===== config.mk =====
export PLATFORM = sky130hd
export DESIGN_NAME = sbuf_prefetcher
export DESIGN_NICKNAME = d
export VERILOG_FILES = /design/src/rtl/sbuf_pkg.sv /design/src/rtl/sbuf_fifo.sv /design/src/rtl/sbuf_memport.sv /design/src/rtl/sbuf_prefetcher.sv
export SDC_FILE = /design/constraint.sdc
export NUM_CORES = 1
export LEC_CHECK = 0
export ABC_AREA = 1
export BUFFER_PORTS_ARGS = -buffer_cell sky130_fd_sc_hd__buf_2
export CORE_ASPECT_RATIO = 0.9
export CORE_MARGIN = 2
export CORE_UTILIZATION = 54
export DETAILED_ROUTE_END_ITERATION = 8
export GPL_TIMING_DRIVEN = 0
export PLACE_DENSITY = 0.78
export SETUP_SLACK_MARGIN = 0.05
export SLEW_MARGIN = 20
export SYNTH_ARGS = -nofsm -noshare
export SYNTH_HDL_FRONTEND = slang
export SYNTH_HIERARCHICAL = 1
export SYNTH_SLANG_ARGS = --single-unit
export TNS_END_PERCENT = 50

===== constraint.sdc =====
create_clock -name clk -period 3.7 [get_ports clk]
set_clock_uncertainty 0.2 [all_clocks]
set_input_delay 0 -clock clk [delete_from_list [all_inputs] [get_ports clk]]
set_output_delay 0 -clock clk [all_outputs]
set_load 0.02 [all_outputs]

===== src/rtl/sbuf_pkg.sv =====
package sbuf_pkg;
  typedef enum logic [1:0] {
    ST_IDLE  = 2'd0,
    ST_DREQ  = 2'd1,
    ST_DWAIT = 2'd2,
    ST_RESP  = 2'd3
  } sbuf_state_e;
endpackage


===== src/rtl/sbuf_fifo.sv =====
module sbuf_fifo #(
  parameter int DEPTH = 4,
  parameter int AW    = 16,
  parameter int DW    = 32
) (
  input  logic                         clk,
  input  logic                         rst_n,
  input  logic                         clr,
  input  logic                         push,
  input  logic [AW-1:0]                push_addr,
  input  logic [DW-1:0]                push_data,
  input  logic                         pop,
  output logic                         head_valid,
  output logic [AW-1:0]                head_addr,
  output logic [DW-1:0]                head_data,
  output logic [$clog2(DEPTH+1)-1:0]   count
);
  localparam int PW = (DEPTH > 1) ? $clog2(DEPTH) : 1;
  localparam int CW = $clog2(DEPTH+1);

  logic [PW-1:0]    wr_ptr, rd_ptr;
  logic [CW-1:0]    cnt_q;
  logic [DEPTH-1:0] ent_vld;
  logic [DEPTH-1:0] ent_we;
  logic [DEPTH-1:0] ent_re;
  logic [AW-1:0]    ent_addr [DEPTH];
  logic [DW-1:0]    ent_data [DEPTH];

  function automatic logic [PW-1:0] ptr_inc(input logic [PW-1:0] p);
    return (p == PW'(DEPTH-1)) ? '0 : p + 1'b1;
  endfunction

  for (genvar i = 0; i < DEPTH; i++) begin : g_slot
    assign ent_we[i] = push && (wr_ptr == PW'(i));
    assign ent_re[i] = pop  && (rd_ptr == PW'(i));
  end

  always_ff @(posedge clk or negedge rst_n) begin
    if (!rst_n) begin
      ent_vld <= '0;
      wr_ptr  <= '0;
      rd_ptr  <= '0;
      cnt_q   <= '0;
    end else if (clr) begin
      ent_vld <= '0;
      wr_ptr  <= '0;
      rd_ptr  <= '0;
      cnt_q   <= '0;
    end else begin
      ent_vld <= (ent_vld & ~ent_re) | ent_we;
      if (push) wr_ptr <= ptr_inc(wr_ptr);
      if (pop)  rd_ptr <= ptr_inc(rd_ptr);
      case ({push, pop})
        2'b10:   cnt_q <= cnt_q + 1'b1;
        2'b01:   cnt_q <= cnt_q - 1'b1;
        default: cnt_q <= cnt_q;
      endcase
    end
  end

  always_ff @(posedge clk) begin
    for (int k = 0; k < DEPTH; k++) begin
      if (ent_we[k]) begin
        ent_addr[k] <= push_addr;
        ent_data[k] <= push_data;
      end
    end
  end

  assign head_valid = ent_vld[rd_ptr];
  assign head_addr  = ent_addr[rd_ptr];
  assign head_data  = ent_data[rd_ptr];
  assign count      = cnt_q;

  AST_FIFO_NO_OVERFLOW: assert property (@(posedge clk) disable iff (!rst_n)
    (push && !pop && !clr) |-> (cnt_q < CW'(DEPTH)));
  AST_FIFO_POP_HEAD: assert property (@(posedge clk) disable iff (!rst_n)
    pop |-> head_valid);
endmodule


===== src/rtl/sbuf_memport.sv =====
module sbuf_memport #(
  parameter int AW = 16
) (
  input  logic          clk,
  input  logic          rst_n,
  input  logic          issue_dem,
  input  logic          issue_pf,
  input  logic [AW-1:0] issue_addr,
  input  logic          kill,
  output logic          busy,
  output logic          mem_req_valid,
  input  logic          mem_req_ready,
  output logic [AW-1:0] mem_req_addr,
  input  logic          mem_rsp_valid,
  output logic          dem_done,
  output logic          pf_done
);
  logic          pend_q, wait_q, is_pf_q, drop_q;
  logic [AW-1:0] addr_q;
  logic          start;

  assign busy  = pend_q | wait_q;
  assign start = (issue_dem | issue_pf) && !busy;

  always_ff @(posedge clk or negedge rst_n) begin
    if (!rst_n) begin
      pend_q  <= 1'b0;
      wait_q  <= 1'b0;
      is_pf_q <= 1'b0;
      drop_q  <= 1'b0;
      addr_q  <= '0;
    end else begin
      if (start) begin
        pend_q  <= 1'b1;
        addr_q  <= issue_addr;
        is_pf_q <= !issue_dem;
        drop_q  <= 1'b0;
      end else if (pend_q && mem_req_ready) begin
        pend_q <= 1'b0;
        wait_q <= 1'b1;
      end else if (wait_q && mem_rsp_valid) begin
        wait_q <= 1'b0;
      end
      if (kill && busy && is_pf_q) drop_q <= 1'b1;
    end
  end

  assign mem_req_valid = pend_q;
  assign mem_req_addr  = addr_q;
  assign dem_done      = wait_q && mem_rsp_valid && !is_pf_q;
  assign pf_done       = wait_q && mem_rsp_valid && is_pf_q && !drop_q && !kill;

  AST_MEM_REQ_HOLD: assert property (@(posedge clk) disable iff (!rst_n)
    (mem_req_valid && !mem_req_ready) |=> (mem_req_valid && $stable(mem_req_addr)));
  AST_STALE_DROP: assert property (@(posedge clk) disable iff (!rst_n)
    kill |=> !pf_done);
endmodule


===== src/rtl/sbuf_prefetcher.sv =====
module sbuf_prefetcher #(
  parameter int AW        = 16,
  parameter int DW        = 32,
  parameter int BLK_BYTES = 16,
  parameter int DEPTH     = 4
) (
  input  logic          clk,
  input  logic          rst_n,
  input  logic          flush,
  input  logic          miss_valid,
  output logic          miss_ready,
  input  logic [AW-1:0] miss_addr,
  output logic          resp_valid,
  input  logic          resp_ready,
  output logic [DW-1:0] resp_data,
  output logic          resp_hit,
  output logic          mem_req_valid,
  input  logic          mem_req_ready,
  output logic [AW-1:0] mem_req_addr,
  input  logic          mem_rsp_valid,
  input  logic [DW-1:0] mem_rsp_data
);
  import sbuf_pkg::*;

  localparam int            CW   = $clog2(DEPTH+1);
  localparam logic [AW-1:0] STEP = AW'(BLK_BYTES);
  localparam logic [AW-1:0] LOWM = STEP - 1'b1;

  sbuf_state_e   st_q;
  logic          pf_on_q;
  logic [AW-1:0] pf_ptr_q, dem_addr_q;
  logic [DW-1:0] rdata_q;
  logic          rhit_q;

  logic          head_valid;
  logic [AW-1:0] head_addr;
  logic [DW-1:0] head_data;
  logic [CW-1:0] fq_count;
  logic [AW-1:0] miss_blk;
  logic          miss_fire, head_match, buf_hit, buf_miss, clr_all;
  logic          busy, issue_dem, issue_pf, dem_done, pf_done;

  assign miss_ready = (st_q == ST_IDLE);
  assign miss_fire  = miss_valid && miss_ready;
  assign miss_blk   = miss_addr & ~LOWM;
  assign head_match = head_valid && (head_addr == miss_blk);
  assign buf_hit    = miss_fire && head_match;
  assign buf_miss   = miss_fire && !head_match;
  assign clr_all    = buf_miss || flush;

  assign issue_dem = (st_q == ST_DREQ);
  assign issue_pf  = pf_on_q && !flush && !busy
                   && (fq_count < CW'(DEPTH))
                   && (st_q != ST_DREQ)
                   && !((st_q == ST_IDLE) && miss_valid);

  sbuf_fifo #(.DEPTH(DEPTH), .AW(AW), .DW(DW)) u_fifo (
    .clk        (clk),
    .rst_n      (rst_n),
    .clr        (clr_all),
    .push       (pf_done),
    .push_addr  (mem_req_addr),
    .push_data  (mem_rsp_data),
    .pop        (buf_hit),
    .head_valid (head_valid),
    .head_addr  (head_addr),
    .head_data  (head_data),
    .count      (fq_count)
  );

  sbuf_memport #(.AW(AW)) u_mem (
    .clk           (clk),
    .rst_n         (rst_n),
    .issue_dem     (issue_dem),
    .issue_pf      (issue_pf),
    .issue_addr    (issue_dem ? dem_addr_q : pf_ptr_q),
    .kill          (clr_all),
    .busy          (busy),
    .mem_req_valid (mem_req_valid),
    .mem_req_ready (mem_req_ready),
    .mem_req_addr  (mem_req_addr),
    .mem_rsp_valid (mem_rsp_valid),
    .dem_done      (dem_done),
    .pf_done       (pf_done)
  );

  always_ff @(posedge clk or negedge rst_n) begin
    if (!rst_n) begin
      st_q       <= ST_IDLE;
      pf_on_q    <= 1'b0;
      pf_ptr_q   <= '0;
      dem_addr_q <= '0;
      rdata_q    <= '0;
      rhit_q     <= 1'b0;
    end else begin
      if (flush) pf_on_q <= 1'b0;
      if (issue_pf) pf_ptr_q <= pf_ptr_q + STEP;
      case (st_q)
        ST_IDLE: begin
          if (buf_hit) begin
            rdata_q <= head_data;
            rhit_q  <= 1'b1;
            st_q    <= ST_RESP;
          end else if (buf_miss) begin
            dem_addr_q <= miss_blk;
            pf_ptr_q   <= miss_blk + STEP;
            pf_on_q    <= 1'b1;
            st_q       <= ST_DREQ;
          end
        end
        ST_DREQ:  if (!busy) st_q <= ST_DWAIT;
        ST_DWAIT: begin
          if (dem_done) begin
            rdata_q <= mem_rsp_data;
            rhit_q  <= 1'b0;
            st_q    <= ST_RESP;
          end
        end
        default:  if (resp_ready) st_q <= ST_IDLE;
      endcase
    end
  end

  assign resp_valid = (st_q == ST_RESP);
  assign resp_data  = rdata_q;
  assign resp_hit   = rhit_q;

  AST_RESP_HOLD: assert property (@(posedge clk) disable iff (!rst_n)
    (resp_valid && !resp_ready) |=> (resp_valid && $stable(resp_data) && $stable(resp_hit)));
  AST_DEMAND_FIRST: assert property (@(posedge clk) disable iff (!rst_n)
    ((st_q == ST_DWAIT) && mem_req_valid) |-> (mem_req_addr == dem_addr_q));
  AST_HIT_SERVED: assert property (@(posedge clk) disable iff (!rst_n)
    buf_hit |=> (resp_valid && resp_hit));
  AST_FLUSH_EMPTY: assert property (@(posedge clk) disable iff (!rst_n)
    flush |=> !head_valid);
endmodule


==> results of run 1 <==
==> final cells by class <==
class	instances	area, um^2
Clock buffer	36	772
Tap cell	297	372
Timing Repair inverter	7	52.6
Multi-Input combinational cell	817	3960
Sequential cell	283	8040
Fill cell	1534	6890
Inverter	66	268
Timing Repair Buffer	201	1580
Clock inverter	16	211
Buffer	61	493
==> cells in the mapped netlist, types with 13 or more instances <==
library cell	instances
nor2_1	129
ha_1	14
edfxtp_1	192
clkbuf_1	20
o21ai_1	50
o22ai_1	49
o21ai_0	92
inv_1	56
nor3_1	13
dfrtp_1	91
xor2_1	14
nand3_1	77
nand2_1	339
buf_6	16
==> timing repair <==
item                                   4_1_cts  5_1_grt
setup buffers                               18       22
hold buffers                                53        0
resized for setup                           42       27
endpoints found under the hold margin      294        0
pin swaps                                    5       23
gates cloned                                 8        2
setup endpoints to repair                  201      190
==> layout by cell type (no fill, tap or decap), types with 17 or more instances in the layout <==
cell type / count
o21ai_1: 49
o22ai_1: 38
o21ai_0: 92
buf_6: 17
nand2_1: 331
dlygate4sd3_1: 53
buf_2: 109
clkbuf_1: 21
dfrtp_1: 90
edfxtp_1: 192
nor2_1: 126
buf_4: 40
nand3_1: 77
clkbuf_16: 31
inv_1: 51
==> cells by family (layout without fill, tap and decap cells) <==
logic type | after synthesis | after routing | synth area share, %
AOI/OAI and AO/OA | 200 | 200 | 8.52
buffers and inverters | 127 | 387 | 5.32
DFF | 283 | 283 | 64.2
other | 1 | 4 | 0.0300
adders and majority gates | 15 | 15 | 1.56
and+or+nand+nor | 584 | 584 | 19.4
xor gates and xnor gates | 14 | 14 | 0.980
==> per-layer routing <==
metal / wire length [um] / vias to the layer above / part of all wire [%]
li1: - / 4657 / -
met1: 13700 / 4774 / 40
met2: 16300 / 584 / 48
met3: 3380 / 68 / 9.9
met4: 818 / 0 / 2.4
met5: 0 / - / 0
==> power breakdown <==
group	switching (mW)	total, mW	internal, mW	leakage (nW)
sequential	0.331	4.22	3.89	2.89
combinational	1.79	2.59	0.805	3.37
clock	1.20	3.02	1.82	0.479
total	3.32	9.84	6.52	6.74
==> registers in the layout, indices dropped and copies added (netlist names) <==
name,flops
u_mem/is_pf_q,1
u_fifo/rd_ptr,2
u_fifo/count,3
u_fifo/wr_ptr,2
dem_addr_q,12
u_mem/mem_req_addr,16
u_fifo/ent_data,128
pf_on_q,1
u_mem/mem_req_valid,1
u_fifo/ent_addr,64
resp_data,32
u_fifo/ent_vld,4
u_mem/wait_q,1
st_q,2
resp_hit,1
pf_ptr_q,12
u_mem/drop_q,1
==> worst max-delay path, delay by kind of cell (launching register included) <==
| family | cells | cell delay, ps |
|---|---|---|
| buffers and inverters | 7 | 1030 |
| AND/OR/NAND/NOR | 10 | 1130 |
| flip-flops | 1 | 420 |
| AO/OA/AOI/OAI | 2 | 460 |
==> how the worst max path moves through the flow <==
stage	slack (ps)	cells past startpoint	to	start
after floorplan	120	20	u_fifo/ent_addr[2][0]	u_fifo/rd_ptr[0]
after global placement	-1100	17	u_fifo/ent_addr[3][8]	u_fifo/rd_ptr[1]
after detailed placement	-1160	17	u_fifo/ent_addr[2][8]	u_fifo/rd_ptr[1]
after CTS	50	26	u_fifo/count[2]	u_fifo/rd_ptr[0]
after global routing	5	27	u_fifo/count[2]	u_fifo/rd_ptr[0]
final	110	19	u_fifo/ent_data[1][13]	u_fifo/rd_ptr[0]
==> per-stage QoR <==
step | util, % | instances | setup TNS (ps) | setup WS (ps)
6_report | 69.6 | 1784 | 0 | 109
3_5_place_dp | 59.7 | 1630 | -178280 | -1160
4_1_cts | 68.3 | 1761 | 0 | 52.4
5_1_grt | 69.6 | 1784 | 0 | 5.38
2_1_floorplan | - | 1227 | 0 | 118
3_3_place_gp | 59.3 | 1626 | -205990 | -1100
==> metrics.csv, run 1 <==
metric,value,unit
status,"complete, no violations",
holdPathEnd,u_mem/wait_q,
synth-edff-count,192,
num_antenna_cells,0,
grt_pass1_wl,51.3,mm
postSynthCellCount,1224,
grt.total_usage,27.3,%
ys_warn_count,6,
required,3750,ps
cp_common_cell,nand2_1,
whs,6.52,ps
max-cap-violations,0,
drive_gt1_share,20.1,%
tightest_slew,924,ps
synth_ff_type,edfxtp_1,
worstPathCellList,"buf_6, buf_4, o21ai_0, o22ai_2, nand2_1, nand2_1, nor2_1, nand2_1, nor2_4, nand2_4, nand2_4, buf_8, nand2_8, nor3_4, buf_6, buf_4, nand2_2, clkinvlp_4, buf_12",
yosysSeqAreaShare,64.2,%
fin_crit,3590,ps
dr.pass1.iters,7,
start_util,55.3,%
maxSlewHeadroom,38.2,%
path_clk_slew,60,ps
fin_crit_sh,97.1,%
drc,0,
synth_top_area_share,46.1,%
grt_max_degree,74,
cts-root-buf,clkbuf_16,
hpwl,20.5,mm
use_met3,4.80,%
gr-max-usage-layer,met2,
arrival,3640,ps
r2r_cells,19,
die_y,148,um
slew_viol_final,0,
vias,10083,
hold_path_depth,4,
final_nets,1535,
power_density,624,nW/um^2
timing.rr.end,u_fifo/ent_data[1][13],
worst_path_max_delay_cell,dfrtp_1,
hold_viol_final,0,
cts_max_level,1,
grt.overflow.total,0,
criticalPathCategory,register to register,
fp.dieW,164,um
r2r_setup_slack,110,ps
async_flop_share,32.2,%
worst-path-max-fanout,12,
place_area,13500,um^2
num_io_pins,107,
synth_area_leader_cell,edfxtp_1,
power,9.84,mW
crit_path_max_incr_delay,420,ps
fp.dieArea,24400,um^2
areaGrowthSynthToFinish,25.8,%
startpoint_type,register,
drt_iter0_drc,1153,
coreArea,22600,um^2
grt_pass1_vias,9607,
wire_per_inst,19.2,um
ys_types,34,
fp-row-count,52,
setup_viol,0,
netlist_area,12500,um^2
postRouteAntennaNets,0,
clock.fmax,278,MHz
r2r-start,u_fifo/rd_ptr[0],
rsz0062_at_grt,true,
ir_worst_vdd,0.442,mV
synthTopCellsByArea,"edfxtp_1 46%, dfrtp_1 18%, nand2_1 10%",
gp_congestion,0.880,
clk_path_buf_depth,3,
vias_per_cell,5.65,
cts_sinks,283,
hp-start,mem_req_ready,
numCtsBuffers,28,
cellLeakagePower,6.74,nW
grtUsageMet2,44.2,%
synth_seq_cells,283,
use_met1,38.3,%
final_area,15800,um^2
antenna_found_initial,0,
numPortBuffers,102,
hold_path.class,input port to register,
worstSkewPairLatency,560,ps
syn_avg_cell_area,10.2,um^2
endpoint_kind,register,
wirelength,34.2,mm
cts_tree,done,
(Power assumes the default switching activity.)
==> run 2: changes to the inputs <==
Settings changed: SYNTH_HIERARCHICAL 1 to not set.
==> metrics.csv, run 2 <==
metric,value,unit
vias,8815,
fin_crit_sh,92.9,%
gp_congestion,0.923,
synth-edff-count,180,
start_util,54.7,%
netlist_area,11800,um^2
whs,32.4,ps
die_y,144,um
fillCellCount,1607,
fin_crit,3440,ps
hold_viol_final,0,
fp.dieW,160,um
rsz0062_at_grt,false,
hp-start,mem_req_ready,
grt.overflow.total,0,
endpoint_kind,register,
ys_types,34,
ys_warn_count,0,
synth_top_area_share,45.9,%
numPortBuffers,102,
synth_area_leader_cell,edfxtp_1,
grt.total_usage,25.0,%
clock.fmax,291,MHz
fp.dieArea,23000,um^2
areaGrowthSynthToFinish,20.0,%
place_area,12700,um^2
async_flop_share,32.8,%
final_util,65.7,%
hpwl,18.5,mm
worst-path-max-fanout,27,
yosysSeqAreaShare,64.6,%
power_density,675,nW/um^2
drt_iter0_drc,798,
coreArea,21500,um^2
path_clk_slew,60,ps
final_nets,1351,
grtUsageMet2,42.3,%
antenna_found_initial,0,
wire_per_inst,18.2,um
dp.cells,1486,
cts_tree,done,
cts_max_level,1,
dr.pass1.iters,5,
ir_worst_vdd,0.501,mV
gr-max-usage-layer,met2,
arrival,3470,ps
criticalPathCategory,register to register,
synth_ff_type,edfxtp_1,
yosysMostFrequentCell,nand2_1,
final_area,14100,um^2
hold_path.class,input port to register,
r2r-start,u_fifo.rd_ptr[1],
final_cell_mix,"343 x nand2_1, 180 x edfxtp_1, 105 x buf_2",
synth_seq_cells,268,
stdcell_count,1591,
startpoint,u_fifo.rd_ptr[1],
power,9.54,mW
synthesis.nets,1160,
drc,0,
worstSkewPairLatency,540,ps
syn_avg_cell_area,10.8,um^2
synth_common_cells,"343 x nand2_1, 180 x edfxtp_1, 88 x dfrtp_1, 66 x o21ai_0, 56 x nand3_1",
num_antenna_cells,0,
grt_pass1_vias,8533,
postSynthCellCount,1089,
cts-root-buf,clkbuf_16,
vias_per_cell,5.54,
status,"complete, no violations",
clk_path_buf_depth,3,
required,3730,ps
fp-row-count,51,
setup_viol,0,
numCtsBuffers,27,
wirelength,28.9,mm
drive_gt1_share,17.2,%
use_met1,34.0,%
layout_commonest_cell,nand2_1,
synthTopCellsByArea,"edfxtp_1 46%, dfrtp_1 19%, nand2_1 11%",
startpoint_type,register,
cellLeakagePower,5.97,nW
use_met3,3.81,%
cts_sinks,268,
tightest_slew,982,ps
slew_viol_final,0,
max-cap-violations,0,
grt_pass1_wl,44.9,mm
maxSlewHeadroom,34.3,%
grt_max_degree,72,
largest_register,u_fifo.ent_data,
num_io_pins,107,
postRouteAntennaNets,0,
largest_register_ffs,128,
-- run 2: changes by cell type after synthesis, moves of 21 or more --
cell / delta
nor2_1: -83
o22ai_1: -48
nand3_1: -21
o21ai_0: -26
a21oi_1: +27
o21ai_2: +23
o21ai_1: -36
a32o_1: +32
-- run 2: stage by stage --
step                      TNS, ps  setup WS (ps)
after floorplan                 0            380
after global placement    -120260           -727
after detailed placement        0            127
after CTS                       0           91.9
after global routing            0           45.6
final                           0            261
-- run 2: critical path, stage by stage, from the launching register on --
cell and delay (ps):
dfrtp_1 410, buf_6 160, inv_4 120, buf_6 170, nand3_1 150, nand3_1 150, nand2_1 70, nor2_1 140
nand3b_1 210, inv_1 100, nand2_1 60, nand2_1 80, buf_4 200, nand2_4 100, nor2_4 150, nand2_1 160
inv_6 240, buf_12 240
-- run 2: metal layers --
layer / wire, um / vias to the layer above
li1: - / 4130
met1: 12100 / 4245
met2: 13800 / 388
met3: 2350 / 52
met4: 663 / 0
met5: 0 / -
-- run 2: logic make-up after synthesis --
kind of cell | synth area share, %
XOR/XNOR | 1.56
buffers and inverters | 4.71
AO/OA/AOI/OAI | 10.4
flip-flops | 64.6
adder cells (fa/ha/maj) | 1.76
AND/OR/NAND/NOR | 16.9
-- run 2: area by class of cell --
type	count	area (um^2)	area share, %
timing repair buffer	162	1160	8.24
inverter	56	235	1.66
buffer	57	339	2.40
clock buffer	35	736	5.21
clock inverter	14	75.1	0.531
multi-input combinational	708	3610	25.5
tap	291	364	2.58
sequential	268	7610	53.8
-- run 2: repair_timing --
item | 4_1_cts | 5_1_grt
resized for setup | 0 | 10
hold buffers | 56 | 0
hold endpoints to repair | 291 | 0
setup buffers | 0 | 0
setup endpoints to repair | 0 | 121
-- run 2: worst paths after layout --
check	endpoint	slack (ps)	depth (start not counted)
worst max-delay path	u_fifo.ent_data[3][20]	260	17
worst min-delay path	u_mem.wait_q	30	4
worst max register to register	u_fifo.ent_data[3][20]	260	17
worst min register to register	resp_data[0]	280	2
max in group asynchronous	u_mem.mem_req_addr[15]	1870	4
min in group asynchronous	resp_data[20]	530	3
-- run 2: power by group --
group          total (mW)  internal (mW)  switching, mW  leakage (nW)
Clock                2.51           1.40           1.11         0.411
Sequential           4.06           3.70          0.359          2.73
Combinational        2.97           1.03           1.95          2.83
Total                9.54           6.12           3.42          5.97
